===== config.mk =====
export PLATFORM = sky130hd
export DESIGN_NAME = dma_seq
export DESIGN_NICKNAME = d
export VERILOG_FILES = /design/src/rtl/dma_seq_pkg.sv /design/src/rtl/dma_seq_ptr.sv /design/src/rtl/dma_seq_cnt.sv /design/src/rtl/dma_seq_ctl.sv /design/src/rtl/dma_seq.sv
export SDC_FILE = /design/constraint.sdc
export NUM_CORES = 1
export LEC_CHECK = 0
export BUFFER_PORTS_ARGS = -buffer_cell sky130_fd_sc_hd__buf_2
export CELL_PAD_IN_SITES_DETAIL_PLACEMENT = 1
export CELL_PAD_IN_SITES_GLOBAL_PLACEMENT = 1
export CORE_MARGIN = 2
export CORE_UTILIZATION = 43
export DETAILED_ROUTE_END_ITERATION = 6
export PLACE_DENSITY_LB_ADDON = 0.1
export SETUP_SLACK_MARGIN = 0.15
export SLEW_MARGIN = 20
export SYNTH_ARGS = -nofsm -noshare
export SYNTH_HDL_FRONTEND = slang
export SYNTH_SLANG_ARGS = --single-unit

===== constraint.sdc =====
create_clock -name clk -period 5.75 [get_ports clk]
set_input_delay 1.15 -clock clk [delete_from_list [all_inputs] [get_ports clk]]
set_output_delay 1.15 -clock clk [all_outputs]
set_load 0.05 [all_outputs]

===== src/rtl/dma_seq_pkg.sv =====
package dma_seq_pkg;
   localparam int STEP_BYTES = 4;

   typedef enum logic [1:0] {
      END_NONE   = 2'd0,
      END_RELOAD = 2'd1,
      END_FINAL  = 2'd2
   } seq_end_t;
endpackage


===== src/rtl/dma_seq_ptr.sv =====
module dma_seq_ptr #(
   parameter int AW = 32
) (
   input  logic          clk,
   input  logic          rst_n,
   input  logic          load,
   input  logic          step,
   input  logic [AW-1:0] base_i,
   input  logic [AW-1:0] mask_i,
   output logic [AW-1:0] ptr_o
);
   localparam logic [AW-1:0] INC = AW'(dma_seq_pkg::STEP_BYTES);

   logic [AW-1:0] ptr_q, mask_q, ptr_nx;

   // only bits under the mask take part in the step
   assign ptr_nx = (ptr_q & ~mask_q) | ((ptr_q + INC) & mask_q);

   always_ff @(posedge clk or negedge rst_n) begin
      if (!rst_n) begin
         ptr_q  <= '0;
         mask_q <= '0;
      end else if (load) begin
         ptr_q  <= base_i;
         mask_q <= mask_i;
      end else if (step) begin
         ptr_q  <= ptr_nx;
      end
   end

   assign ptr_o = ptr_q;
endmodule


===== src/rtl/dma_seq_cnt.sv =====
module dma_seq_cnt #(
   parameter int CW = 8
) (
   input  logic          clk,
   input  logic          rst_n,
   input  logic          load,
   input  logic          step,
   input  logic [CW-1:0] total_i,
   input  logic [CW-1:0] chunk_i,
   output logic          last_o,
   output logic          hit_o,
   output logic [CW-1:0] cnt_o,
   output logic [CW-1:0] tot_o
);
   logic [CW-1:0] cnt_q, chk_q, tot_q, csz_q;
   logic [CW-1:0] cnt_nx, chk_nx;

   assign cnt_nx = cnt_q + 1'b1;
   assign chk_nx = chk_q + 1'b1;
   assign last_o = (cnt_nx >= tot_q);
   assign hit_o  = (chk_nx == csz_q);

   always_ff @(posedge clk or negedge rst_n) begin
      if (!rst_n) begin
         cnt_q <= '0;
         chk_q <= '0;
         tot_q <= '0;
         csz_q <= '0;
      end else if (load) begin
         cnt_q <= '0;
         chk_q <= '0;
         tot_q <= total_i;
         csz_q <= chunk_i;
      end else if (step) begin
         cnt_q <= cnt_nx;
         chk_q <= hit_o ? '0 : chk_nx;
      end
   end

   assign cnt_o = cnt_q;
   assign tot_o = tot_q;
endmodule


===== src/rtl/dma_seq_ctl.sv =====
module dma_seq_ctl
   import dma_seq_pkg::*;
#(
   parameter int CW = 8
) (
   input  logic          clk,
   input  logic          rst_n,
   input  logic          go_i,
   input  logic          halt_i,
   input  logic          hs_mode_i,
   input  logic          req_i,
   input  logic          nd_i,
   input  logic          auto_rst_i,
   input  logic          chain_i,
   input  logic          more_i,
   input  logic          sz_wb_i,
   input  logic          ie_done_i,
   input  logic          ie_err_i,
   input  logic          mask_a_i,
   input  logic          last_i,
   input  logic          hit_i,
   input  logic [CW-1:0] cnt_i,
   input  logic [CW-1:0] tot_i,
   input  logic [CW-1:0] d_total_i,
   output logic          load_o,
   output logic          step_o,
   output logic          en_o,
   output logic          busy_o,
   output logic          done_o,
   output logic          err_o,
   output logic          int_done_o,
   output logic          int_err_o,
   output logic          irq_o,
   output logic          mv_o,
   output logic          ack_o,
   output logic          wb_vld_o,
   output logic [CW-1:0] wb_remain_o
);
   logic en_q, busy_q, done_q, err_q, idone_q, ierr_q;
   logic irq_q, mv_q, ack_q, wbv_q;
   logic [CW-1:0] wbr_q;

   logic      stop, active, first, moving, ended, clean;
   seq_end_t  ecode;
   logic [CW-1:0] moved;

   assign stop   = en_q && halt_i;
   assign active = en_q && !halt_i && (!hs_mode_i || req_i);
   assign first  = active && !busy_q;
   assign moving = active && busy_q;
   assign ended  = (first && nd_i) || (moving && (nd_i || last_i));
   assign clean  = moving && !nd_i && last_i;

   always_comb begin
      ecode = END_NONE;
      if (ended) begin
         if ((chain_i && more_i) || auto_rst_i) ecode = END_RELOAD;
         else                                   ecode = END_FINAL;
      end
   end

   assign load_o = first || (ecode == END_RELOAD);
   assign step_o = moving;

   // words moved so far, counting the one in this cycle
   always_comb begin
      if (first)       moved = '0;
      else if (moving) moved = cnt_i + 1'b1;
      else             moved = cnt_i;
   end

   always_ff @(posedge clk or negedge rst_n) begin
      if (!rst_n) begin
         en_q    <= 1'b0;
         busy_q  <= 1'b0;
         done_q  <= 1'b0;
         err_q   <= 1'b0;
         idone_q <= 1'b0;
         ierr_q  <= 1'b0;
         irq_q   <= 1'b0;
         mv_q    <= 1'b0;
         ack_q   <= 1'b0;
         wbv_q   <= 1'b0;
         wbr_q   <= '0;
      end else begin
         irq_q <= 1'b0;
         wbv_q <= 1'b0;
         mv_q  <= moving;
         ack_q <= moving && hit_i;
         if (!en_q) begin
            if (go_i) begin
               en_q    <= 1'b1;
               idone_q <= 1'b0;
               ierr_q  <= 1'b0;
            end
         end else if (stop) begin
            en_q   <= 1'b0;
            busy_q <= 1'b0;
            err_q  <= 1'b1;
            if (ie_err_i && mask_a_i) begin
               ierr_q <= 1'b1;
               irq_q  <= 1'b1;
            end
         end else if (active) begin
            if (first) begin
               busy_q <= 1'b1;
               done_q <= 1'b0;
               err_q  <= 1'b0;
            end
            if (ecode == END_FINAL) begin
               en_q   <= 1'b0;
               busy_q <= 1'b0;
               done_q <= 1'b1;
               err_q  <= 1'b0;
               if (sz_wb_i && chain_i) begin
                  wbv_q <= 1'b1;
                  wbr_q <= (first ? d_total_i : tot_i) - moved;
               end
               if (clean && ie_done_i && mask_a_i) begin
                  idone_q <= 1'b1;
                  irq_q   <= 1'b1;
               end
            end
         end
      end
   end

   assign en_o        = en_q;
   assign busy_o      = busy_q;
   assign done_o      = done_q;
   assign err_o       = err_q;
   assign int_done_o  = idone_q;
   assign int_err_o   = ierr_q;
   assign irq_o       = irq_q;
   assign mv_o        = mv_q;
   assign ack_o       = ack_q;
   assign wb_vld_o    = wbv_q;
   assign wb_remain_o = wbr_q;
endmodule


===== src/rtl/dma_seq.sv =====
module dma_seq #(
   parameter int AW     = 32,
   parameter int CW     = 8,
   parameter int NCH    = 4,
   parameter int CH_IDX = 2
) (
   input  logic           clk,
   input  logic           rst_n,
   input  logic           go_i,
   input  logic           halt_i,
   input  logic           hs_mode_i,
   input  logic           req_i,
   input  logic           nd_i,
   input  logic           auto_rst_i,
   input  logic           chain_i,
   input  logic           more_i,
   input  logic           sz_wb_i,
   input  logic           ie_done_i,
   input  logic           ie_err_i,
   input  logic           mask_a_i,
   input  logic [AW-1:0]  d_src_i,
   input  logic [AW-1:0]  d_smask_i,
   input  logic [AW-1:0]  d_dst_i,
   input  logic [AW-1:0]  d_dmask_i,
   input  logic [CW-1:0]  d_total_i,
   input  logic [CW-1:0]  d_chunk_i,
   output logic           en_o,
   output logic           busy_o,
   output logic           done_o,
   output logic           err_o,
   output logic           int_done_o,
   output logic           int_err_o,
   output logic           irq_o,
   output logic [NCH-1:0] irq_vec_o,
   output logic           mv_o,
   output logic           ack_o,
   output logic [AW-1:0]  src_ptr_o,
   output logic [AW-1:0]  dst_ptr_o,
   output logic           wb_vld_o,
   output logic [CW-1:0]  wb_remain_o
);
   localparam int NPTR = 2;
   localparam logic [NCH-1:0] CH_BIT = NCH'(1) << CH_IDX;

   if (AW < 3)                       begin : g_bad_aw  $error("AW must be at least 3"); end
   if (CW < 1)                       begin : g_bad_cw  $error("CW must be at least 1"); end
   if (CH_IDX < 0 || CH_IDX >= NCH)  begin : g_bad_idx $error("CH_IDX out of range"); end

   logic          load, step, last, hit;
   logic [CW-1:0] cnt, tot;
   logic [AW-1:0] base [NPTR];
   logic [AW-1:0] mask [NPTR];
   logic [AW-1:0] ptr  [NPTR];

   assign base[0] = d_src_i;
   assign mask[0] = d_smask_i;
   assign base[1] = d_dst_i;
   assign mask[1] = d_dmask_i;

   for (genvar g = 0; g < NPTR; g++) begin : g_ptr
      dma_seq_ptr #(.AW(AW)) u_ptr (
         .clk    (clk),
         .rst_n  (rst_n),
         .load   (load),
         .step   (step),
         .base_i (base[g]),
         .mask_i (mask[g]),
         .ptr_o  (ptr[g])
      );
   end

   assign src_ptr_o = ptr[0];
   assign dst_ptr_o = ptr[1];

   dma_seq_cnt #(.CW(CW)) u_cnt (
      .clk     (clk),
      .rst_n   (rst_n),
      .load    (load),
      .step    (step),
      .total_i (d_total_i),
      .chunk_i (d_chunk_i),
      .last_o  (last),
      .hit_o   (hit),
      .cnt_o   (cnt),
      .tot_o   (tot)
   );

   dma_seq_ctl #(.CW(CW)) u_ctl (
      .clk         (clk),
      .rst_n       (rst_n),
      .go_i        (go_i),
      .halt_i      (halt_i),
      .hs_mode_i   (hs_mode_i),
      .req_i       (req_i),
      .nd_i        (nd_i),
      .auto_rst_i  (auto_rst_i),
      .chain_i     (chain_i),
      .more_i      (more_i),
      .sz_wb_i     (sz_wb_i),
      .ie_done_i   (ie_done_i),
      .ie_err_i    (ie_err_i),
      .mask_a_i    (mask_a_i),
      .last_i      (last),
      .hit_i       (hit),
      .cnt_i       (cnt),
      .tot_i       (tot),
      .d_total_i   (d_total_i),
      .load_o      (load),
      .step_o      (step),
      .en_o        (en_o),
      .busy_o      (busy_o),
      .done_o      (done_o),
      .err_o       (err_o),
      .int_done_o  (int_done_o),
      .int_err_o   (int_err_o),
      .irq_o       (irq_o),
      .mv_o        (mv_o),
      .ack_o       (ack_o),
      .wb_vld_o    (wb_vld_o),
      .wb_remain_o (wb_remain_o)
   );

   assign irq_vec_o = irq_o ? CH_BIT : '0;
endmodule


==> summary.md, run 1 <==
| Metric | Value |
|---|---|
| Core area | `21200 µm²` |
| Fin util | `53.4%` |
| Post-synth EDFFs | `0` |
| CTS tree | `yes` |
| Clock Path Buffers | `2` |
| Setup repair bufs after CTS | `0` |
| Highest clock rate | `between 0.2 and 0.3 GHz` |
| Detail Route Antenna Nets | `0` |
| RSZ-0062 raised after global routing | `no` |
| #FFs+latches synth | `174` |
| DR vias/cell | `5.53` |
| Final Skew | `0.0123 ns` |
| Pre-antenna DRT Iters | `4` |
| Nets@finish | `1449` |
| # IOs | `244` |
| Period minus WS final | `3.88 ns` |
| Ys Warns | `0` |
| Slew margin rel. | `33.3%` |
| Gr usage total | `25.9%` |
| CP endpoint kind | `flip-flop` |
| Max-slew violations | `0` |
| Initial antenna violation count | `6` |
| CP Launch Type | `flip-flop` |
| Die area | `22900 µm²` |
| WS Path Type | `flip-flop to flip-flop` |
| Pleak | `5.33 nW` |
| Post-CTS resize count | `0` |
| Top_reg_cell synth | `dfrtp_1` |
| Syn Area/Cell | `roughly 8.8 µm²` |
| Pin count of the biggest net entering global routing | `97` |
| Tot Pwr | `5.30 mW` |
| Mapped Cells | `1063` |
| Root buf cell | `clkbuf_16` |
| Part of the power in the clock network | `approximately a fifth` |
| Clock latency on the worst-skew pair | `0.44 ns` |
| CTS hold repair buffers | `0` |
| WL/cell | `18.4 µm` |
| # port buffers | `236` |
| Num rows | `53` |
| Switching power | `2.39 mW` |
| VDD IR-drop max | `0.272 mV` |
| Slowest cell on crit path | `nand2_2` |
| Synth unique cells | `61` |
| Crit path arrival time | `4.24 ns` |
| Chip width | `roughly 150 µm` |
| Area contributors post-synth | `dfrtp_1 (47%), nand2_1 (8.1%), a21oi_1 (6.0%), mux2_2 (3.6%), o21ai_0 (3.4%)` |
| CTS Sinks | `174` |
| Worst hold path type | `flip-flop to flip-flop` |
| 1st-iter DRT viols | `382` |
| Total CTS buffers | `17` |
| Fill count | `2577` |
| Synth top area share | `46.7%` |
| Post-synthesis sequential area ratio | `46.7%` |
| Routed via count | `around 8600` |
| Max Cap Violations | `0` |
| Synth-to-Final Area Change | `21.2%` |
| Number of global-route vias before repair | `about 9000` |
| Hpwl dp | `20.1 mm` |
| Status | `complete, no violations` |
| Worst Path Max Fanout | `a little over 40` |
| Final hold violations | `0` |
| Critical Path RT | `between 6 and 7 ns` |
| Area of the multi-input gates | `4570 µm²` |
| Critical path cell sequence | `and3_1, nand3_1, or2_0, xnor2_1, ha_1, o21ai_0, o21ai_0, a21oi_1, a21oi_4, nand2_2, buf_4, o21ai_0, a21oi_1` |
| CP dominant cell by count | `o21ai_0` |
| Clk slew on worst S/H paths | `0.07 ns` |
| Pwr Density | `between 400 and 500 nW/µm²` |
| Die Span Y | `151 µm` |
| Synthesized area | `about 9300 µm²` |
| Setup TNS | `0 ns` |
| Sequential share of power | `39.1%` |
| Pint | `slightly below 3 mW` |
| Combinational cell fraction of total power | `between 30% and 40%` |
| Cell taking the most area after synthesis | `dfrtp_1` |
| Initial Utilization | `44.0%` |
| Final wirelength | `between 20 and 30 mm` |
| Synth async-reset ratio | `between 90% and 100%` |
| # setup viols final | `0` |
| FF/Latch Area | `4350 µm²` |
| Detailed-route DRC error count | `0` |
| Tcrit/Tclk final | `67.5%` |
| First-pass GRT wire length | `46.4 mm` |
| GRT Residual Overflow | `0` |
| Routability cong. | `0.791` |
| H-Tree Depth | `4` |
| Sw frac | `45.0%` |
| Ratio of cells with drive above 1 in the final layout | `~25%` |
| Slowest stage delay, CP | `0.75 ns` |
| Actual transition at the worst max-transition pin | `0.996 ns` |
cell usage after synthesis, types with 7 or more instances:
cell and count:
nor2_1 54, nand2b_1 8, o22ai_1 21, ha_1 19
a21o_1 7, and3_1 19, nand2_1 200, mux2i_1 18
clkbuf_1 37, a31oi_1 11, nor3_1 31, and4_1 9
nor2b_1 7, buf_2 13, o21ai_1 8, a21oi_1 112
nand3_1 36, mux2_2 30, o21ai_0 64, dfrtp_1 174
inv_1 44, xnor2_1 13, nand4_1 39
power by group through the flow:
stage / combinational (mW) / sequential (mW) / clock [mW]
floorplan: 0.948 / 2.59 / 0
global placement: 2.05 / 2.07 / 0
detailed placement: 2.11 / 2.09 / 0
CTS: 2.12 / 2.07 / 1.15
global route: 2.31 / 2.15 / 1.19
finish: 2.10 / 2.07 / 1.12
metrics by stage:
| stage | setup WS [ns] | std cells | hold WS (ns) | instance area (µm²) |
|---|---|---|---|---|
| 2_1_floorplan | 2.19 | 1065 | 0.437 | 9320 |
| 3_3_place_gp | 1.56 | 1527 | 0.451 | 10700 |
| 3_5_place_dp | 1.48 | 1527 | 0.455 | 10700 |
| 4_1_cts | 1.85 | 1558 | 0.472 | 11300 |
| 5_1_grt | 1.47 | 1559 | 0.493 | 11300 |
| 6_report | 1.87 | 1562 | 0.473 | 11300 |
routing by layer:
layer  global-route usage, %  wire, µm  vias to the layer above
met2                    43.7     13900                      186
met4                    6.40       354                        6
met3                    7.44      1890                       26
li1                        -         -                     4176
met5                       0        34                        -
met1                    32.8     12600                     4246
cell families after synthesis:
logic type	count (synthesis)	share of synthesized area, %
other cells	1	0.0403
compound gates	261	16.0
buf+inv	106	4.73
simple gates	434	22.3
fa+ha+maj	20	2.77
mux	48	5.56
xor+xnor	19	1.79
flops	174	46.7
worst paths after layout:
path | startpoint | to | slack [ns] | cells after the start
max in group asynchronous | rst_n | asynchronous set/reset pin | 4.00 | 2
worst max register to register | u_cnt.cnt_o[0] | flip-flop | 1.87 | 13
worst max-delay path | u_cnt.cnt_o[0] | flip-flop | 1.87 | 13
min in group asynchronous | rst_n | u_ctl.wb_remain_o[2] | 0.74 | 1
worst min register to register | g_ptr[0].u_ptr.mask_q[27] | g_ptr[0].u_ptr.mask_q[27] | 0.47 | 2
worst min-delay path | g_ptr[0].u_ptr.mask_q[27] | g_ptr[0].u_ptr.mask_q[27] | 0.47 | 2
critical path, delay by kind of cell, from the launching register on:
kind | cells | cell delay, ns
DFF | 1 | 0.44
AOI/OAI and AO/OA | 6 | 1.01
xor gates and xnor gates | 1 | 0.17
adders and majority gates | 1 | 0.29
and+or+nand+nor | 4 | 1.46
buffers and inverters | 1 | 0.40
placed cells by master, fill, tap and decap left out, types with 5 or more instances in the layout:
| cell | netlist | layout |
|---|---|---|
| inv_1 | 44 | 44 |
| nor2_1 | 54 | 54 |
| nor2b_1 | 7 | 7 |
| a21oi_1 | 112 | 111 |
| nand4_1 | 39 | 39 |
| a21o_1 | 7 | 6 |
| o22ai_1 | 21 | 21 |
| a31oi_1 | 11 | 11 |
| mux2i_1 | 18 | 18 |
| o21ai_0 | 64 | 64 |
| xnor2_1 | 13 | 13 |
| nor3_1 | 31 | 31 |
| and4_1 | 9 | 9 |
| buf_2 | 13 | 235 |
| nand2_1 | 200 | 199 |
| mux2_2 | 30 | 30 |
| xor2_1 | 6 | 6 |
| and3_1 | 19 | 19 |
| ha_1 | 19 | 19 |
| buf_4 | 5 | 11 |
| a2bb2oi_1 | 6 | 6 |
| nand2b_1 | 8 | 8 |
| clkbuf_16 | 0 | 17 |
| o21ai_1 | 8 | 7 |
| nand3_1 | 36 | 36 |
| a211oi_1 | 6 | 5 |
| dfrtp_1 | 174 | 174 |
| nor3b_1 | 5 | 5 |
| a22oi_1 | 5 | 5 |
area by class of cell:
cell class	count	area share, %
Antenna cell	4	0.0887
Inverter	45	1.50
Timing Repair Buffer	248	11.4
Clock buffer	18	3.89
Tap cell	275	3.05
Clock inverter	13	1.03
Multi-Input combinational cell	785	40.5
Sequential cell	174	38.6
No activity file was read; power rests on OpenSTA's default activity.
==> run 2, diff against run 1 <==
- CORE_UTILIZATION: 43 -> 40
- clock period: 5.75 -> 3.7 ns (I/O delays scaled with it)
==> run 2 against run 1 <==
Fmax increased by 19%. Wire length increased by 3.9%. Combinational power increased by 59%. Cell count increased by 3.5%. Sequential power increased by 56%. Die area increased by 7.3%. Utilization decreased by 2.5 points. Critical path type unchanged. Largest power group unchanged.
==> summary.md, run 2 (synthesis results as in run 1) <==
| Metric | Value |
|---|---|
| Area of the multi-input gates | `4580 µm² (+0.33%)` |
| Final Skew | `0.0142 ns (+0.00188 ns)` |
| Max-slew violations | `0 (unchanged)` |
| Post-route non-filler standard cell count | `1617 (+3.5%)` |
| Setup TNS | `0 ns (unchanged)` |
| Die area | `24500 µm² (+7.3%)` |
| Critical R2R Capture | `u_cnt.chk_q[3]` |
| Status | `complete, no violations` |
| Max Cap Violations | `0 (unchanged)` |
| Number of global-route vias before repair | `9286 (+3.2%)` |
| Nets@finish | `1463 (+0.97%)` |
| GRT Residual Overflow | `0 (unchanged)` |
| R2R depth | `14 (+1)` |
| Fill count | `2795 (+8.5%)` |
| Fin util | `50.9% (-2.5 points)` |
| Worst setup endpoint | `u_cnt.chk_q[3]` |
| Chip width | `157 µm (+3.6%)` |
| Root buf cell | `clkbuf_16` |
| Slew margin rel. | `53.6% (+20 points)` |
| Gr usage total | `24.3% (-1.6 points)` |
| Initial Utilization | `40.9% (-3.1 points)` |
| Final hold violations | `0 (unchanged)` |
| Detail Route Antenna Nets | `0 (unchanged)` |
| Slowest stage delay, CP | `0.51 ns (-0.24 ns)` |
| Initial antenna violation count | `8 (+2)` |
| CTS Sinks | `174 (unchanged)` |
| # setup viols final | `0 (unchanged)` |
| Routed via count | `8815 (+2.0%)` |
| Pwr Density | `731 nW/µm² (+56%)` |
| WL/cell | `18.5 µm (+0.38%)` |
| Slowest cell on crit path | `or4b_1` |
| Core area | `22800 µm² (+7.7%)` |
| First-pass GRT wire length | `47.4 mm (+2.1%)` |
| 1st-iter DRT viols | `364 (-4.7%)` |
| Worst hold path type | `input pin to asynchronous set/reset pin` |
| Synth-to-Final Area Change | `24.5%` |
| Actual transition at the worst max-transition pin | `0.695 ns (-0.301 ns)` |
| Tcrit/Tclk final | `88.3% (+21 points)` |
| CP endpoint kind | `flip-flop` |
| Highest clock rate | `0.306 GHz (+19%)` |
| R2r setup slk | `0.43 ns (-1.44 ns)` |
| Pre-antenna DRT Iters | `6 (+2)` |
| Pin count of the biggest net entering global routing | `81 (-16%)` |
| RSZ-0062 raised after global routing | `no` |
| Worst Path Max Fanout | `20 (-51%)` |
| CP Launch Type | `flip-flop` |
| Most frequent cells in the layout | `buf_2 (235), nand2_1 (199), dfrtp_1 (174)` |
| Die Span Y | `157 µm (+3.6%)` |
| H-Tree Depth | `4 (unchanged)` |
| Hpwl dp | `20.5 mm (+2.1%)` |
| Total CTS buffers | `17 (unchanged)` |
| WS Path Type | `flip-flop to flip-flop` |
| Num rows | `55 (+3.8%)` |
| CTS tree | `yes` |
| VDD IR-drop max | `0.400 mV (+47%)` |
| # placed instances | `1574 (+3.1%)` |
| Clk slew on worst S/H paths | `0.07 ns (about the same)` |
| CTS hold repair buffers | `0 (unchanged)` |
| FF/Latch Area | `4350 µm² (unchanged)` |
| # port buffers | `236 (unchanged)` |
| Setup crit start | `u_cnt.cnt_o[0]` |
| R2r startpoint | `u_cnt.cnt_o[0]` |
| Period minus WS final | `3.27 ns (-0.614 ns)` |
| Commonest non-fill, non-tap cell in the layout | `buf_2` |
| Clock Path Buffers | `2 (unchanged)` |
| Clock latency on the worst-skew pair | `0.44 ns (about the same)` |
| Critical path cell sequence | `ha_1, nand3_1, nor2_1, xor2_1, ha_1, o21ai_0, o21ai_0, a21oi_1, buf_4, a211oi_4, buf_4, buf_6, or4b_1, mux2i_1` |
| Crit path arrival time | `3.63 ns (-0.61 ns)` |
| Routability cong. | `0.799 (+1.0%)` |
| Pleak | `5.45 nW (+2.3%)` |
| Final wirelength | `29.9 mm (+3.9%)` |
| # IOs | `244 (unchanged)` |
| DR vias/cell | `5.45 (-1.4%)` |
| Critical Path RT | `4.06 ns (-2.05 ns)` |
| Detailed-route DRC error count | `0 (unchanged)` |
| Ratio of cells with drive above 1 in the final layout | `26.1% (+0.71 points)` |
[run 2: worst min path at each step]
| stage | endpoint |
|---|---|
| floorplan | asynchronous set/reset pin |
| global placement | g_ptr[0].u_ptr.mask_q[27] |
| detailed placement | g_ptr[0].u_ptr.mask_q[27] |
| CTS | u_ctl.wb_remain_o[1] |
| global route | u_ctl.wb_remain_o[1] |
| finish | u_ctl.wb_remain_o[1] |
[run 2: critical path: cells and delay by family, from the launching register on]
family,cells,cell delay (ns)
DFF,1,0.43
adders and majority gates,2,0.54
and+or+nand+nor,3,0.83
AOI/OAI and AO/OA,4,0.50
buffers and inverters,3,0.55
xor gates and xnor gates,1,0.22
muxes,1,0.12
[run 2: layout make-up]
class / count / share of cell area, %
clock buffer: 19 / 3.73
multi-input combinational: 785 / 39.5
antenna: 6 / 0.129
timing repair buffer: 262 / 12.7
clock inverter: 13 / 1.55
sequential: 174 / 37.6
inverter: 45 / 1.46
tap: 313 / 3.38
[run 2: stage by stage]
step                      power (mW)  hold WS [ns]  instance area [µm²]  worst slack (ns)
after floorplan                 5.50         0.437                 9320             0.546
after global placement          6.48         0.451                10900             0.240
after detailed placement        6.58         0.458                10900             0.148
after CTS                       8.54         0.279                11500             0.290
after global routing            9.02         0.295                11600             0.158
final                           8.48         0.265                11600             0.433
[run 2: timing repair]
action	4_1_cts	5_1_grt
endpoints found under the setup margin	0	46
resized for setup	0	3
setup buffers	0	3
[run 2: layer usage]
| metal | global-route usage (%) | vias up | part of all wire, % |
|---|---|---|---|
| met5 | 0 | - | 0.090 |
| met4 | 6.86 | 4 | 1.6 |
| met3 | 5.90 | 38 | 5.6 |
| met2 | 42.1 | 198 | 48 |
| met1 | 30.2 | 4380 | 44 |
| li1 | - | 4195 | - |
[run 2: power breakdown]
| group | total [mW] | internal, mW | switching [mW] |
|---|---|---|---|
| Sequential | 3.22 | 2.55 | 0.664 |
| Combinational | 3.34 | 1.08 | 2.26 |
| Clock | 1.92 | 1.09 | 0.837 |
